<file path="config.mk">
export PLATFORM = sky130hd
export DESIGN_NAME = col_readout_seq
export DESIGN_NICKNAME = d
export VERILOG_FILES = /design/src/rtl/crs_pkg.sv /design/src/rtl/crs_rr_pick.sv /design/src/rtl/crs_rec_mux.sv /design/src/rtl/crs_out_stage.sv /design/src/rtl/col_readout_seq.sv
export SDC_FILE = /design/constraint.sdc
export NUM_CORES = 1
export LEC_CHECK = 0
export ABC_CLOCK_PERIOD_IN_PS = 5200
export BUFFER_PORTS_ARGS = -buffer_cell sky130_fd_sc_hd__buf_2
export CORE_ASPECT_RATIO = 0.8
export CORE_MARGIN = 3
export CORE_UTILIZATION = 41
export DETAILED_ROUTE_END_ITERATION = 8
export GPL_TIMING_DRIVEN = 0
export PLACE_DENSITY = 0.8
export SLEW_MARGIN = 30
export SYNTH_ARGS = -nofsm -noshare
export SYNTH_HDL_FRONTEND = slang
export SYNTH_SLANG_ARGS = --single-unit
</file>
<file path="constraint.sdc">
create_clock -name clk -period 5.2 [get_ports clk]
set_input_delay 0.52 -clock clk [delete_from_list [all_inputs] [get_ports clk]]
set_output_delay 0.52 -clock clk [all_outputs]
set_load 0.05 [all_outputs]
</file>
<file path="src/rtl/crs_pkg.sv">
// Package crs_pkg: shared helpers for the column readout sequencer.
// Assumes row indices are small non-negative integers below the row count.
package crs_pkg;

    // Next row index in round-robin order, wrapping at n.
    function automatic int unsigned rr_next(input int unsigned cur, input int unsigned n);
        return (cur + 1 >= n) ? 0 : cur + 1;
    endfunction

endpackage

</file>
<file path="src/rtl/crs_rr_pick.sv">
// Module crs_rr_pick: rotating-priority search over the row request flags.
// Starting at ptr, it finds the first requesting row in cyclic order and
// returns a one-hot grant plus its index. Purely combinational.
// Assumes ptr < NUM_ROWS.
module crs_rr_pick #(
    parameter int NUM_ROWS = 8,
    parameter int ROW_W    = 3
) (
    input  logic [NUM_ROWS-1:0] req,
    input  logic [ROW_W-1:0]    ptr,
    output logic [NUM_ROWS-1:0] grant,
    output logic                found,
    output logic [ROW_W-1:0]    gidx
);

    // Walk the rows from ptr and take the first one that requests.
    always_comb begin
        grant = '0;
        found = 1'b0;
        gidx  = '0;
        for (int i = 0; i < NUM_ROWS; i++) begin
            int unsigned idx;
            idx = int'(ptr) + i;
            if (idx >= NUM_ROWS) idx = idx - NUM_ROWS;
            if (!found && req[idx]) begin
                found     = 1'b1;
                gidx      = ROW_W'(idx);
                grant[idx] = 1'b1;
            end
        end
    end

endmodule

</file>
<file path="src/rtl/crs_rec_mux.sv">
// Module crs_rec_mux: selects the head record of the granted row.
// AND-OR structure driven by a one-hot grant. Assumes grant is one-hot
// or zero; with zero grant the output is zero.
module crs_rec_mux #(
    parameter int NUM_ROWS = 8,
    parameter int REC_W    = 17
) (
    input  logic [NUM_ROWS*REC_W-1:0] rec_flat,
    input  logic [NUM_ROWS-1:0]       grant,
    output logic [REC_W-1:0]          sel_rec
);

    logic [REC_W-1:0] masked [NUM_ROWS];

    for (genvar g = 0; g < NUM_ROWS; g++) begin : g_mask
        // Gate one row's record with its grant bit.
        assign masked[g] = grant[g] ? rec_flat[g*REC_W +: REC_W] : '0;
    end

    // OR the gated records together into the selected record.
    always_comb begin
        sel_rec = '0;
        for (int r = 0; r < NUM_ROWS; r++) begin
            sel_rec = sel_rec | masked[r];
        end
    end

endmodule

</file>
<file path="src/rtl/crs_out_stage.sv">
// Module crs_out_stage: output register for the readout word.
// It captures the selected record and row index in the cycle a row is
// granted, and drops valid in cycles with no grant.
// Assumes synchronous active-low reset.
module crs_out_stage #(
    parameter int REC_W = 17,
    parameter int ROW_W = 3
) (
    input  logic             clk,
    input  logic             rst_n,
    input  logic             load,
    input  logic [REC_W-1:0] sel_rec,
    input  logic [ROW_W-1:0] sel_row,
    output logic             q_valid,
    output logic [REC_W-1:0] q_rec,
    output logic [ROW_W-1:0] q_row
);

    // Register the word on a grant; valid tracks whether a grant happened.
    always_ff @(posedge clk) begin
        if (!rst_n) begin
            q_valid <= 1'b0;
            q_rec   <= '0;
            q_row   <= '0;
        end else begin
            q_valid <= load;
            if (load) begin
                q_rec <= sel_rec;
                q_row <= sel_row;
            end
        end
    end

endmodule

</file>
<file path="src/rtl/col_readout_seq.sv">
// Module col_readout_seq: round-robin readout of many row loggers into one
// word stream tagged with the source row. Each cycle it pops at most one
// record, skipping empty rows in the same cycle.
// Assumes each row logger pops its head on the clock edge where its pop
// input is high, and shows its new head and empty flag after that edge.
module col_readout_seq #(
    parameter int  NUM_ROWS = 8,
    parameter int  TIME_W   = 8,
    parameter int  PAT_W    = 6,
    parameter int  ID_W     = 3,
    localparam int REC_W    = TIME_W + PAT_W + ID_W,
    localparam int ROW_W    = (NUM_ROWS > 1) ? $clog2(NUM_ROWS) : 1
) (
    input  logic                      clk,
    input  logic                      rst_n,
    input  logic [NUM_ROWS-1:0]       row_empty,
    input  logic [NUM_ROWS*REC_W-1:0] row_rec,
    output logic [NUM_ROWS-1:0]       row_pop,
    output logic                      out_valid,
    output logic [TIME_W-1:0]         out_time,
    output logic [PAT_W-1:0]          out_pattern,
    output logic [ID_W-1:0]           out_id,
    output logic [ROW_W-1:0]          out_row
);
    import crs_pkg::*;

    logic [ROW_W-1:0]    ptr;
    logic [NUM_ROWS-1:0] grant;
    logic                found;
    logic [ROW_W-1:0]    gidx;
    logic [REC_W-1:0]    sel_rec;
    logic [REC_W-1:0]    q_rec;
    logic                load;

    crs_rr_pick #(.NUM_ROWS(NUM_ROWS), .ROW_W(ROW_W)) u_pick (
        .req   (~row_empty),
        .ptr   (ptr),
        .grant (grant),
        .found (found),
        .gidx  (gidx)
    );

    crs_rec_mux #(.NUM_ROWS(NUM_ROWS), .REC_W(REC_W)) u_mux (
        .rec_flat (row_rec),
        .grant    (grant),
        .sel_rec  (sel_rec)
    );

    // Grants count only out of reset.
    assign load    = found & rst_n;
    assign row_pop = rst_n ? grant : '0;

    // Move the search start one past the row just served.
    always_ff @(posedge clk) begin
        if (!rst_n) begin
            ptr <= '0;
        end else if (found) begin
            ptr <= ROW_W'(rr_next(int'(gidx), NUM_ROWS));
        end
    end

    crs_out_stage #(.REC_W(REC_W), .ROW_W(ROW_W)) u_out (
        .clk     (clk),
        .rst_n   (rst_n),
        .load    (load),
        .sel_rec (sel_rec),
        .sel_row (gidx),
        .q_valid (out_valid),
        .q_rec   (q_rec),
        .q_row   (out_row)
    );

    // Split the registered record into its fields.
    assign out_time    = q_rec[REC_W-1 -: TIME_W];
    assign out_pattern = q_rec[ID_W +: PAT_W];
    assign out_id      = q_rec[ID_W-1:0];

endmodule

</file>
==> flow_summary_export.csv <==
group,metric,value,unit
status,status,"finished clean",
sta,fin_crit_sh,96.8,%
global_route,grt.total_usage,28.9,%
job,cap_violations,0,
layout,n_fill_cell,641,
clock_network,hold_buffers,0,
clock_network,clk_latency,0.27,ns
yosys,syn_area,0.00302,mm2
floorplan,core_area,0.00703,mm2
global_route,grt-ovfl-total,0,
worst_setup_path,crit_required,4.68,ns
sta,setup_tns,0,ns
worst_setup_path,critPathLaunchType,"flop",
clock_network,clock-sinks,24,
clock_network,cts_tree,"yes",
clock_network,cts_made_buffers,3,
yosys,syn-num-nets,548,
placement,dp_slack,-0.0950,ns
yosys,async_reset_ff_share,0,%
layout,area_growth,37.3,%
routing,ant_nets,0,
layout,diodes,0,
sta,tightestPinTransition,0.752,ns
yosys,ys_seq_elements,24,
global_route,grt_pass1_vias,3604,
yosys,synth_common_cells,"44 x a21oi_1, 30 x o21ai_0, 24 x dfxtp_1",
worst_setup_path,cp_data_arrival_time,4.51,ns
placement,portBuffers,174,
clock_network,ctsRootBufferMaster,"clkbuf_8",
yosys,post-synth-top-area-fraction,15.9,%
clock_network,clock_path_buffers,2,
placement,dp_hpwl,10600,um
yosys,ys.warnings.count,0,
worst_setup_path,crit_fanout,11,
routing,vias,4360,
placement,gp_congestion,1.02,
layout,drive_gt1_share,40.1,%
floorplan,die_w,102,um
floorplan,row_count,27,
worst_setup_path,cp_cell_sequence,"buf_4, inv_2, clkbuf_4, ha_1, mux4_2, nor2b_2, nor4_4, o211ai_2, clkbuf_4, nor3_1, a311o_1, clkbuf_1, clkbuf_2, and2_1, buf_2",
sta,slew_headroom,49.2,%
floorplan,io_pins,175,
worst_hold_path,worst_hold_path_type,"flop to flop",
clock_network,clk_pin_slew,0.08,ns
global_route,grt_pass1_wl,19000,um
worst_setup_path,path_buf_inv,7,
yosys,synth_edf_count,0,
yosys,synth.area.top_cells,"dfxtp_1 16%, mux4_2 7.5%, a21oi_1 7.3%",
yosys,yosysSeqAreaShare,15.9,%
routing,drc,0,
sta,clock.fmax,199,MHz
routing,viasPerCell,6.60,
worst_setup_path,setup.worst_path.end_class,"output pin",
sta,hold_viol_final,0,
routing,drt_first_pass_iters,6,
worst_setup_path,cpMaxStageDelayCell,"mux4_2",
floorplan,initial_core_util,43.0,%
power_and_ir_drop,power,2.87,mW
sta,finalWorstSetupSlack,0.165,ns
yosys,synth.distinct_cells,62,
routing,drt-initial-drc-count,626,
power_and_ir_drop,irDropWorstVdd,0.328,mV
sta,finalMaxSlewViolations,0,
worst_setup_path,cp_common_cell,"clkbuf_4",
worst_setup_path,critical_path.max_stage_delay,0.48,ns
power_and_ir_drop,p_per_area,692,mW/mm2
yosys,synth.avg_cell_area,7.69,um2
worst_setup_path,critPathTopFamily,"buffers and inverters",
sta,finClkSkew,0.00493,ns
layout,nNetsFinal,731,
power_and_ir_drop,p_leak,1.81,nW
sta,rsz0062_at_grt,"yes",
routing,wl_per_cell,20.6,um
global_route,grt_max_degree,13,
global_route,antenna_found_initial,0,
routing,totalWireLength,13600,um
floorplan,die_area,0.00844,mm2
yosys,ys.flop_type,"dfxtp_1",
yosys,yosys.area.top_type,"dfxtp_1",
worst_setup_path,critPathKind,"flop to output pin",
floorplan,die_h,82.8,um
yosys,synth_most_common_cell,"a21oi_1",
yosys,syn-instance-count,393,
sta,min_period,5.03,ns
sta,finalSetupViolCount,0,
clock_network,cts_max_level,1,
[repair_timing]
| item | CTS | global route |
|---|---|---|
| resized for setup | 7 | 11 |
| buffers inserted | 0 | 4 |
| pin swaps | 0 | 2 |
| endpoints found under the setup margin | 7 | 5 |
[cell usage in the layout (no fill, tap or decap), drive strengths merged, types with 7 or more instances in the layout]
cell type  Yosys  final
a21oi         44     44
a221o         17     17
a222oi        17     17
a31oi         24     24
and2          13     13
buf           15    189
clkbuf        21     28
dfxtp         24     24
ha             9      9
inv           12     12
mux4          10     10
nand2         22     22
nand3          7      7
nor2          15     15
nor2b         23     23
nor3          16     16
o211ai         8      8
o21ai         30     30
[area by class of cell]
type,count,area [um2],area share (%)
inverters,12,45.0,1.09
repair buffers,178,901,21.7
well taps,87,109,2.62
multi-input cells,321,2390,57.6
clock buffers,3,41.3,0.995
flip-flops and latches,24,480,11.6
plain buffers,36,183,4.40
[cell families (layout without fill, tap and decap cells)]
kind of cell	after synthesis	count (layout)	share of synthesized area [%]
flip-flops	24	24	15.9
AND/OR/NAND/NOR	116	116	21.0
buffers and inverters	48	229	7.12
adder cells (fa/ha/maj)	9	9	3.73
XOR/XNOR	3	3	0.870
AO/OA/AOI/OAI	175	175	41.0
multiplexers	18	18	10.4
[routing by layer]
layer / part of all wire [%] / vias to the layer above / GRT usage [%]
met5: 0 / - / 0
li1: - / 1934 / -
met4: 3.1 / 0 / 9.44
met2: 45 / 353 / 44.4
met1: 40 / 2017 / 39.6
met3: 12 / 56 / 7.35
[registers in the layout, indices dropped and copies added, names as in the netlist]
name and flops:
u_out.q_rec 17, ptr 3, u_out.q_row 3, u_out.q_valid 1
[path summary, 6_finish.rpt]
check,startpoint,to,slack (ns),cells past startpoint
setup / recovery,ptr[0],row_pop[0],0.17,15
hold / removal,u_out.q_row[0],u_out.q_row[0],0.47,2
setup reg to reg,ptr[0],u_out.q_rec[2],0.65,14
hold reg to reg,u_out.q_row[0],u_out.q_row[0],0.47,2
[tightest hold or removal path: stages, from the launching register on]
cell and delay, ns:
dfxtp_1 0.32, nand2_1 0.05, a21boi_0 0.06
[stage by stage]
step,cell area [um2],cells,hold slack (ns),utilization (%)
6_report,4150,661,0.475,59.1
5_1_grt,4150,661,0.511,59.1
4_1_cts,4080,657,0.476,58.0
3_5_place_dp,4000,654,0.463,56.9
3_3_place_gp,4000,654,0.461,56.9
2_1_floorplan,3020,393,0.658,-
[report_power, final]
part	internal (mW)	switching (mW)
Combinational	0.866	1.59
Sequential	0.266	0.0378
Clock	0.0519	0.0569
Total	1.18	1.69
(Power assumes the default switching activity.)
